### src/rtl/mcb_pkg.sv
// Package: shared field positions and the internal error-event record
// for the machine check error reporting bank.
package mcb_pkg;
    localparam int STAT_W    = 64;
    localparam int CODE_W    = 16;
    localparam int BIT_VALID = 63;
    localparam int BIT_OVF   = 62;
    localparam int BIT_UC    = 61;
    localparam int BIT_AV    = 58;

    typedef struct packed {
        logic              fire;     // an event is accepted this cycle
        logic              uc;       // uncorrectable
        logic              addr_ok;  // address is usable
        logic [CODE_W-1:0] code;     // error code
    } mcb_event_t;
endpackage

### src/rtl/mcb_event_sel.sv
// Module: mcb_event_sel
// Turns the raw report inputs into one accepted event. It drops speculative
// reports and gives a fetch hard-failure precedence, logging it as an
// uncorrectable error with its own code and no address.
// Assumes: accept_en is low while the bank is clearing.
module mcb_event_sel
    import mcb_pkg::*;
#(
    parameter logic [CODE_W-1:0] HF_CODE = 16'h0C0F
) (
    input  logic              accept_en,
    input  logic              err_valid,
    input  logic [CODE_W-1:0] err_code,
    input  logic              err_uc,
    input  logic              err_addr_ok,
    input  logic              err_spec,
    input  logic              fetch_hardfail,
    output mcb_event_t        ev
);
    // Select the event source and qualify it.
    always_comb begin
        ev = '0;
        if (accept_en) begin
            if (fetch_hardfail) begin
                ev.fire    = 1'b1;
                ev.uc      = 1'b1;
                ev.addr_ok = 1'b0;
                ev.code    = HF_CODE;
            end else if (err_valid && !err_spec) begin
                ev.fire    = 1'b1;
                ev.uc      = err_uc;
                ev.addr_ok = err_addr_ok;
                ev.code    = err_code;
            end
        end
    end
endmodule

### src/rtl/mcb_clear_seq.sv
// Module: mcb_clear_seq
// Fixed-length clearing sequence. Reset or a power-good drop reloads the
// counter, so a repeated reset always restarts the full sequence.
// Assumes: CLR_CYCLES >= 1.
module mcb_clear_seq #(
    parameter int CLR_CYCLES = 4
) (
    input  logic clk,
    input  logic rst_n,
    input  logic pwr_good,
    output logic busy
);
    localparam int CNT_W = $clog2(CLR_CYCLES + 1);
    localparam logic [CNT_W-1:0] CNT_LOAD = CNT_W'(CLR_CYCLES);

    logic [CNT_W-1:0] cnt;

    // Reload on reset or power loss, otherwise count down to zero.
    always_ff @(posedge clk) begin
        if (!rst_n || !pwr_good) begin
            cnt <= CNT_LOAD;
        end else if (cnt != '0) begin
            cnt <= cnt - 1'b1;
        end
    end

    // Busy while any clearing cycles remain.
    always_comb busy = (cnt != '0);
endmodule

### src/rtl/mcb_status_upd.sv
// Module: mcb_status_upd
// Computes the next status word from the current word, the accepted event
// and a software clear. An empty bank takes any event. A stored correctable
// entry yields only to an uncorrectable one. Anything else just sets overflow.
// An accepted event wins over a software clear.
module mcb_status_upd
    import mcb_pkg::*;
(
    input  logic [STAT_W-1:0] cur,
    input  mcb_event_t        ev,
    input  logic              sw_clr,
    output logic [STAT_W-1:0] nxt,
    output logic              addr_we,
    output logic              log_uc
);
    logic replace;

    // Decide whether the event takes over the whole word.
    always_comb replace = ev.fire && (!cur[BIT_VALID] || (ev.uc && !cur[BIT_UC]));

    // Build the next word and the side strobes.
    always_comb begin
        nxt     = cur;
        addr_we = 1'b0;
        log_uc  = 1'b0;
        if (replace) begin
            nxt               = '0;
            nxt[BIT_VALID]    = 1'b1;
            nxt[BIT_OVF]      = cur[BIT_VALID];
            nxt[BIT_UC]       = ev.uc;
            nxt[BIT_AV]       = ev.addr_ok;
            nxt[CODE_W-1:0]   = ev.code;
            addr_we           = ev.addr_ok;
            log_uc            = ev.uc;
        end else if (ev.fire) begin
            nxt[BIT_OVF]      = 1'b1;
        end else if (sw_clr) begin
            nxt               = '0;
        end
    end
endmodule

### src/rtl/mc_err_bank.sv
// Module: mc_err_bank (top)
// One machine check error reporting bank: status word, address register and
// machine-check request. Software reads both registers directly and clears
// the status word with a zero write.
// Assumes: synchronous active-low reset; pwr_good low acts as a clear.
module mc_err_bank
    import mcb_pkg::*;
#(
    parameter int                ADDR_W     = 40,
    parameter int                CLR_CYCLES = 4,
    parameter logic [CODE_W-1:0] HF_CODE    = 16'h0C0F
) (
    input  logic              clk,
    input  logic              rst_n,
    input  logic              pwr_good,
    input  logic              mce_en,
    input  logic              err_valid,
    input  logic [CODE_W-1:0] err_code,
    input  logic              err_uc,
    input  logic [ADDR_W-1:0] err_addr,
    input  logic              err_addr_ok,
    input  logic              err_spec,
    input  logic              fetch_hardfail,
    input  logic              sw_wr,
    input  logic [STAT_W-1:0] sw_wdata,
    output logic [STAT_W-1:0] status_o,
    output logic [ADDR_W-1:0] addr_o,
    output logic              clr_busy,
    output logic              mc_req
);
    mcb_event_t        ev;
    logic [STAT_W-1:0] nxt_stat;
    logic              addr_we;
    logic              log_uc;
    logic              sw_clr;
    logic              busy;

    // Zero write from software requests a clear.
    always_comb sw_clr = sw_wr && (sw_wdata == '0);

    mcb_clear_seq #(.CLR_CYCLES(CLR_CYCLES)) u_clr (
        .clk      (clk),
        .rst_n    (rst_n),
        .pwr_good (pwr_good),
        .busy     (busy)
    );

    mcb_event_sel #(.HF_CODE(HF_CODE)) u_sel (
        .accept_en      (!busy),
        .err_valid      (err_valid),
        .err_code       (err_code),
        .err_uc         (err_uc),
        .err_addr_ok    (err_addr_ok),
        .err_spec       (err_spec),
        .fetch_hardfail (fetch_hardfail),
        .ev             (ev)
    );

    mcb_status_upd u_upd (
        .cur     (status_o),
        .ev      (ev),
        .sw_clr  (sw_clr && !busy),
        .nxt     (nxt_stat),
        .addr_we (addr_we),
        .log_uc  (log_uc)
    );

    // Bank registers: cleared on reset or power loss, otherwise updated.
    always_ff @(posedge clk) begin
        if (!rst_n || !pwr_good) begin
            status_o <= '0;
            addr_o   <= '0;
            mc_req   <= 1'b0;
        end else begin
            status_o <= nxt_stat;
            if (addr_we) begin
                addr_o <= err_addr;
            end
            mc_req <= log_uc && mce_en;
        end
    end

    // Expose the clearing state.
    always_comb clr_busy = busy;
endmodule

### config.mk
export PLATFORM = sky130hd
export DESIGN_NAME = mc_err_bank
export DESIGN_NICKNAME = d
export VERILOG_FILES = /design/src/rtl/mcb_pkg.sv /design/src/rtl/mcb_event_sel.sv /design/src/rtl/mcb_clear_seq.sv /design/src/rtl/mcb_status_upd.sv /design/src/rtl/mc_err_bank.sv
export SDC_FILE = /design/constraint.sdc
export NUM_CORES = 1
export LEC_CHECK = 0
export BUFFER_PORTS_ARGS = -buffer_cell sky130_fd_sc_hd__buf_2
export CAP_MARGIN = 20
export CORE_ASPECT_RATIO = 1.25
export CORE_UTILIZATION = 25
export CTS_CLUSTER_SIZE = 14
export DETAILED_ROUTE_END_ITERATION = 16
export PLACE_DENSITY = 0.65
export SETUP_SLACK_MARGIN = 0.05
export SLEW_MARGIN = 40
export SYNTH_ARGS = -nofsm -noshare
export SYNTH_HDL_FRONTEND = slang
export SYNTH_SLANG_ARGS = --single-unit
### constraint.sdc
create_clock -name clk -period 1.7 [get_ports clk]
set_input_delay 0.085 -clock clk [delete_from_list [all_inputs] [get_ports clk]]
set_output_delay 0.085 -clock clk [all_outputs]
set_load 0.02 [all_outputs]
; ---- Yosys cells after proc, flatten, opt, wreduce, memory -nomap -nowiden
; Index checks and enable logic that the tools add are counted.
[word_totals]
out_inout_bits = 106
word_cells = 36
latchBits = 0
n_memories = 0
mem_bits_rw = 0
input_bits = 130
register_bits = 64
romBits = 0
[op_classes]
shift = 0
n_mul = 0
order_cmp = 0
n_reduce_logical = 19
div_mod_pow = 0
eq_ne = 1
mux = 10
add_sub_neg = 1
bitwise = 0
[ops]
columns = cell, count
row1 = two-way mux 64 bit, 2
row2 = logical NOT 64 bit, 1
row3 = two-way mux 62 bit, 1
row4 = two-way mux 19 bit, 3
row5 = logical AND 1 bit, 6
row6 = logical NOT 1 bit, 6
row7 = nonzero test 3 bit, 2
row8 = two-way mux 1 bit, 4
row9 = "subtractor 3 x 1 -> 3 bit, second input constant", 1
row10 = logical OR 1 bit, 2
row11 = "!= test 2 bit, second input constant", 1
row12 = AND reduction 2 bit, 1
row13 = nonzero test 2 bit, 1

; ---- Depth between registers and ports, before layout
[logic_depth]
ltp_word = 10
depth_mapped = 10
mapped_depth_nobuf = 7

; ---- Hierarchy
; Synthesis repeated with hierarchy kept, for this count alone.
[unflattened]
hier_cells = 464
hier_area_um2 = 4377.9
[by_module_without_submodules]
columns = module, instances, cells_per_inst, seq_area_each_um2, area_per_inst_um2
row1 = mc_err_bank, 1, 299, 2102.0, 3309.4
row2 = mcb_status_upd, 1, 117, 0.0, 726.9
row3 = mcb_event_sel, 1, 32, 0.0, 186.4
row4 = mcb_clear_seq, 1, 16, 60.1, 155.1

; ---- Worst setup path before layout
; Ideal clock, no wire load.
[synth_timing]
path_type = reg2reg
startpoint = register u_clr.cnt[0]
endpoint = register status_o[13]
n_path_buf = 3
path_slack_ns = -0.199
period_less_slack_ns = 1.899
setup_ns = 0.117
t_required_ns = 1.583
arrival_time_ns = 1.782
path_stages_with_launch = 11
cell_sequence = dfxtp_1 inv_1 ha_1 nand2b_1 buf_2 a21o_1 nand4_1 o221a_1 buf_6 buf_8 a22o_1
[synth_between]
elab_chain_len = 7
word_cells_on_any_way = 11
cone_classes = eq/ne (1) / mux (2) / reduce/logical (8)
[synth_rtl]
columns = element, line_no
row1 = "start, declared", mcb_clear_seq.sv:16  ; logic [CNT_W-1:0] cnt;
row2 = "start signal, assigned", mcb_clear_seq.sv:23  ; cnt <= cnt - 1'b1;
row3 = nonzero test 3 bit (*), mcb_clear_seq.sv:28  ; always_comb busy = (cnt != '0);
row4 = via clr_busy, mc_err_bank.sv:28  ; output logic clr_busy,
row5 = two-way mux 19 bit, mcb_event_sel.sv:23  ; if (accept_en) begin
row6 = logical AND 1 bit, mcb_status_upd.sv:19  ; always_comb replace = ev.fire && (!cur[BIT_VALID] || (ev.uc && !cur[BIT_UC]));
row7 = logical OR 1 bit, mcb_status_upd.sv:19
row8 = logical AND 1 bit, mcb_status_upd.sv:19
row9 = != test 2 bit (no line) or nonzero test 2 bit (tied branches), -
row10 = AND reduction 2 bit (no line), -
row11 = "end signal, assigned", mc_err_bank.sv:75  ; status_o <= nxt_stat;
row12 = "end, declared", mc_err_bank.sv:26  ; output logic [STAT_W-1:0] status_o,
; Mark *: on every way through the listed nets, which the timed path passes. The rest lies on a longest branch.
; A chain may end at the register's enable or synchronous reset.

; ---- Final worst setup path
[layout_timing]
startpoint = register u_clr.cnt[0]
endpoint = register status_o[12]
[layout_between]
elab_chain_len = 7
word_cells_on_any_way = 11
cone_classes = eq/ne (1) / mux (2) / reduce/logical (8)
[layout_rtl]
columns = element, line_no
row1 = nonzero test 3 bit (*), mcb_clear_seq.sv:28
row2 = two-way mux 19 bit, mcb_event_sel.sv:23
row3 = logical AND 1 bit, mcb_status_upd.sv:19
row4 = logical OR 1 bit, mcb_status_upd.sv:19
row5 = logical AND 1 bit, mcb_status_upd.sv:19
row6 = != test 2 bit (no line) or nonzero test 2 bit (tied branches), -
row7 = AND reduction 2 bit (no line), -
; Every way passes the cells marked *; elsewhere a longest branch is shown, timed or not.

==> flow_summary.json <==
{
  "sw_frac_of_total_pct": 25.33,
  "final_cell_count_no_fill": 715,
  "synth.yosys.seq_area_share_pct": 45.92,
  "hold_path.class": "input port to flip-flop",
  "syn_avg_cell_area_sq_um": 8.507,
  "pwr-share-comb_pct": 13.9,
  "antenna_found_initial": 0,
  "yosysWarnings": 0,
  "wirelength_microns": 9688,
  "start_kind": "flip-flop",
  "rsz0062_at_grt": "yes",
  "peakVddDrop_mv": 0.3862,
  "rrSetupSlack_ps": 50,
  "die_area_sq_um": 11590,
  "remaining_drc_errors": 0,
  "cts_root_buf": "clkbuf_16",
  "place_area_sq_um": 3805,
  "fin_ws_ps": 47.98,
  "antenna_left": 0,
  "nets": 710,
  "antennaDiodeCount": 0,
  "synth_cells": 328,
  "rows": 42,
  "path_max_fanout": 18,
  "layout-drive-gt1-share_pct": 47.17,
  "fin_crit_sh_pct": 97.18,
  "htreeDepth": 3,
  "crit_type": "flip-flop to flip-flop",
  "gp_congestion": 0.8032,
  "relSlewSlack_pct": 59.96,
  "required_ps": 1920,
  "first_global_vias": 2841,
  "setup_violations": 0,
  "area_delta_synth_final_pct": 74.30,
  "stdcell_area_sq_um": 4863,
  "clk_pin_slew_worst_paths_ps": 60,
  "cts_buffers": 9,
  "syn-cell-area_sq_um": 2790,
  "hpwl_microns": 6394,
  "hold_viol_final": 0,
  "period_needed_ps": 1652,
  "clock-sinks": 64,
  "place_ws_ps": -533.5,
  "routedWlPerCell_microns": 13.55,
  "outcome": "finished clean",
  "clock_skew_ps": 7.084,
  "seqPwrFrac_pct": 41.4,
  "drt_iter0_markers": 86,
  "p_switching_uw": 932.2,
  "grt_max_degree": 46,
  "grt_usage_pct": 15.34,
  "worst_pin_slew_ps": 600.6,
  "insertion_delay_ps": 320,
  "dr.pass1.iters": 4,
  "grt_overflow": 0,
  "ys_types": 33,
  "drv_cap": 0,
  "powerDensity_nw_per_um2": 756.8,
  "power.leakage_nw": 2.278,
  "clockBufferDepth": 2,
  "grt_pass1_wl_microns": 12970,
  "die_h_microns": 120.1,
  "drv_slew": 0,
  "fp.dieW_microns": 96.49,
  "power.internal_mw": 2.748,
  "initial_core_util_pct": 26.03,
  "core_area_sq_um": 10720,
  "worstPathArrival_ps": 1870,
  "synth_seq_cells": 64,
  "cts_tree": "yes",
  "viasPerCell": 4.361,
  "fmax_mhz": 605.3,
  "clkPwrFrac_pct": 44.7,
  "vias": 3118,
  "port-buffer-count": 191,
  "pin_count": 236,
  "numPlacedInstances": 645,
  "critPathCaptureType": "flip-flop"
}
-- placed cells by master (no fill, tap or decap), types with 3 or more instances in the layout --
cell type	instances
buf_2	191
nand2_1	70
dfxtp_1	62
dlygate4sd3_1	49
conb_1	44
a21oi_1	23
a21oi_2	18
clkbuf_16	12
a22o_1	11
buf_4	10
nor2_1	9
nor4_1	8
nor4_2	7
nand2_2	6
nand2_4	6
o2bb2ai_1	5
and2_1	3
nand4_1	3
nor3_1	3
clkinv_2	3
buf_12	3
-- power groups by stage --
| stage | sequential (mW) | clock, mW | combinational (mW) |
|---|---|---|---|
| 3_5_place_dp | 1.55 | 0 | 0.389 |
| 5_1_grt | 1.52 | 1.78 | 0.557 |
| 2_1_floorplan | 1.56 | 0 | 0.258 |
| 4_1_cts | 1.52 | 1.71 | 0.488 |
| 6_report | 1.52 | 1.65 | 0.512 |
| 3_3_place_gp | 1.55 | 0 | 0.380 |
-- flip-flops by register name (all words and copies together) (netlist names) --
name	flops
addr_o	40
status_o	20
u_clr.cnt	3
mc_req	1
-- through the flow --
step | TNS (ps) | utilization [%] | power, mW | hold slack (ps)
floorplan | -177.5 | - | 1.820 | 206.7
global placement | -8219 | 35.49 | 1.933 | 304.7
detailed placement | -9384 | 35.49 | 1.942 | 300.0
CTS | 0 | 43.10 | 3.717 | 0.3621
global route | -127.4 | 45.37 | 3.864 | 2.296
finish | 0 | 45.37 | 3.681 | 9.278
-- cell families after synthesis --
family | Yosys count | share of synthesized area, %
and+or+nand+nor | 127 | 21.52
buffers and inverters | 67 | 15.87
AOI/OAI and AO/OA | 65 | 14.98
DFF | 64 | 45.92
adders and majority gates | 2 | 0.8967
other | 1 | 0.1344
xor gates and xnor gates | 1 | 0.3140
muxes | 1 | 0.3588
-- worst max-delay path, stage by stage, from the launching register on --
cell and delay (ps):
dfxtp_2 330, inv_2 50, ha_4 160, nand2b_4 100, a21o_1 130, nand4_1 140
o221a_1 290, buf_12 160, a22o_1 180
-- synthesized netlist by cell type --
cell / instances / area share, %
nand2_1: 82 / 11
dfxtp_1: 64 / 46
buf_4: 44 / 12
a21oi_1: 41 / 7.4
a22o_1: 11 / 3.5
clkbuf_1: 11 / 1.5
nor2_1: 10 / 1.3
nor4_1: 9 / 2.0
buf_2: 6 / 1.1
nor4_2: 6 / 2.7
o2bb2ai_1: 6 / 1.9
and2_1: 4 / 0.90
inv_1: 4 / 0.54
nor3_1: 4 / 0.72
nand2b_1: 3 / 0.67
nand4_1: 3 / 0.67
a21o_1: 2 / 0.54
ha_1: 2 / 0.90
or3_1: 2 / 0.45
a2111oi_2: 1 / 0.54
a211oi_1: 1 / 0.27
and4_1: 1 / 0.31
buf_6: 1 / 0.40
buf_8: 1 / 0.54
conb_1: 1 / 0.13
mux2i_1: 1 / 0.36
nand3_1: 1 / 0.18
nor2b_1: 1 / 0.22
nor4b_1: 1 / 0.31
o21a_1: 1 / 0.27
o221a_1: 1 / 0.40
o31ai_1: 1 / 0.27
xnor2_1: 1 / 0.31
-- repair_timing --
action | in CTS | in global routing
setup endpoints to repair | 59 | 28
pin swaps | 3 | 12
hold endpoints to repair | 47 | 2
resized for setup | 9 | 40
gates cloned | 1 | 3
hold buffers | 47 | 2
buffers inserted | 1 | 0
-- area by class of cell --
class / instances / area (sq um)
Clock buffer: 9 / 225.2
Clock inverter: 7 / 47.55
Fill cell: 1020 / 5857
Inverter: 4 / 15.01
Multi-Input combinational cell: 240 / 1420
Sequential cell: 64 / 1284
Tap cell: 132 / 165.2
Timing Repair Buffer: 259 / 1707
-- path summary, 6_finish.rpt --
check             cells past startpoint          from            to
setup reg to reg                      8  u_clr.cnt[0]  status_o[12]
hold / removal                        3  err_addr[29]    addr_o[29]
setup / recovery                      8  u_clr.cnt[0]  status_o[12]
hold reg to reg                       2    addr_o[13]    addr_o[13]
-- per-layer routing --
layer	up-vias	track usage (%)	share of wire, %	routed length [microns]
li1	1522	-	-	-
met1	1388	15.61	38	3725
met2	185	27.90	52	4994
met3	23	4.436	7.5	722
met4	0	7.169	2.5	244
met5	-	0	0	0
Note: power is estimated with default switching activity, not from simulation.
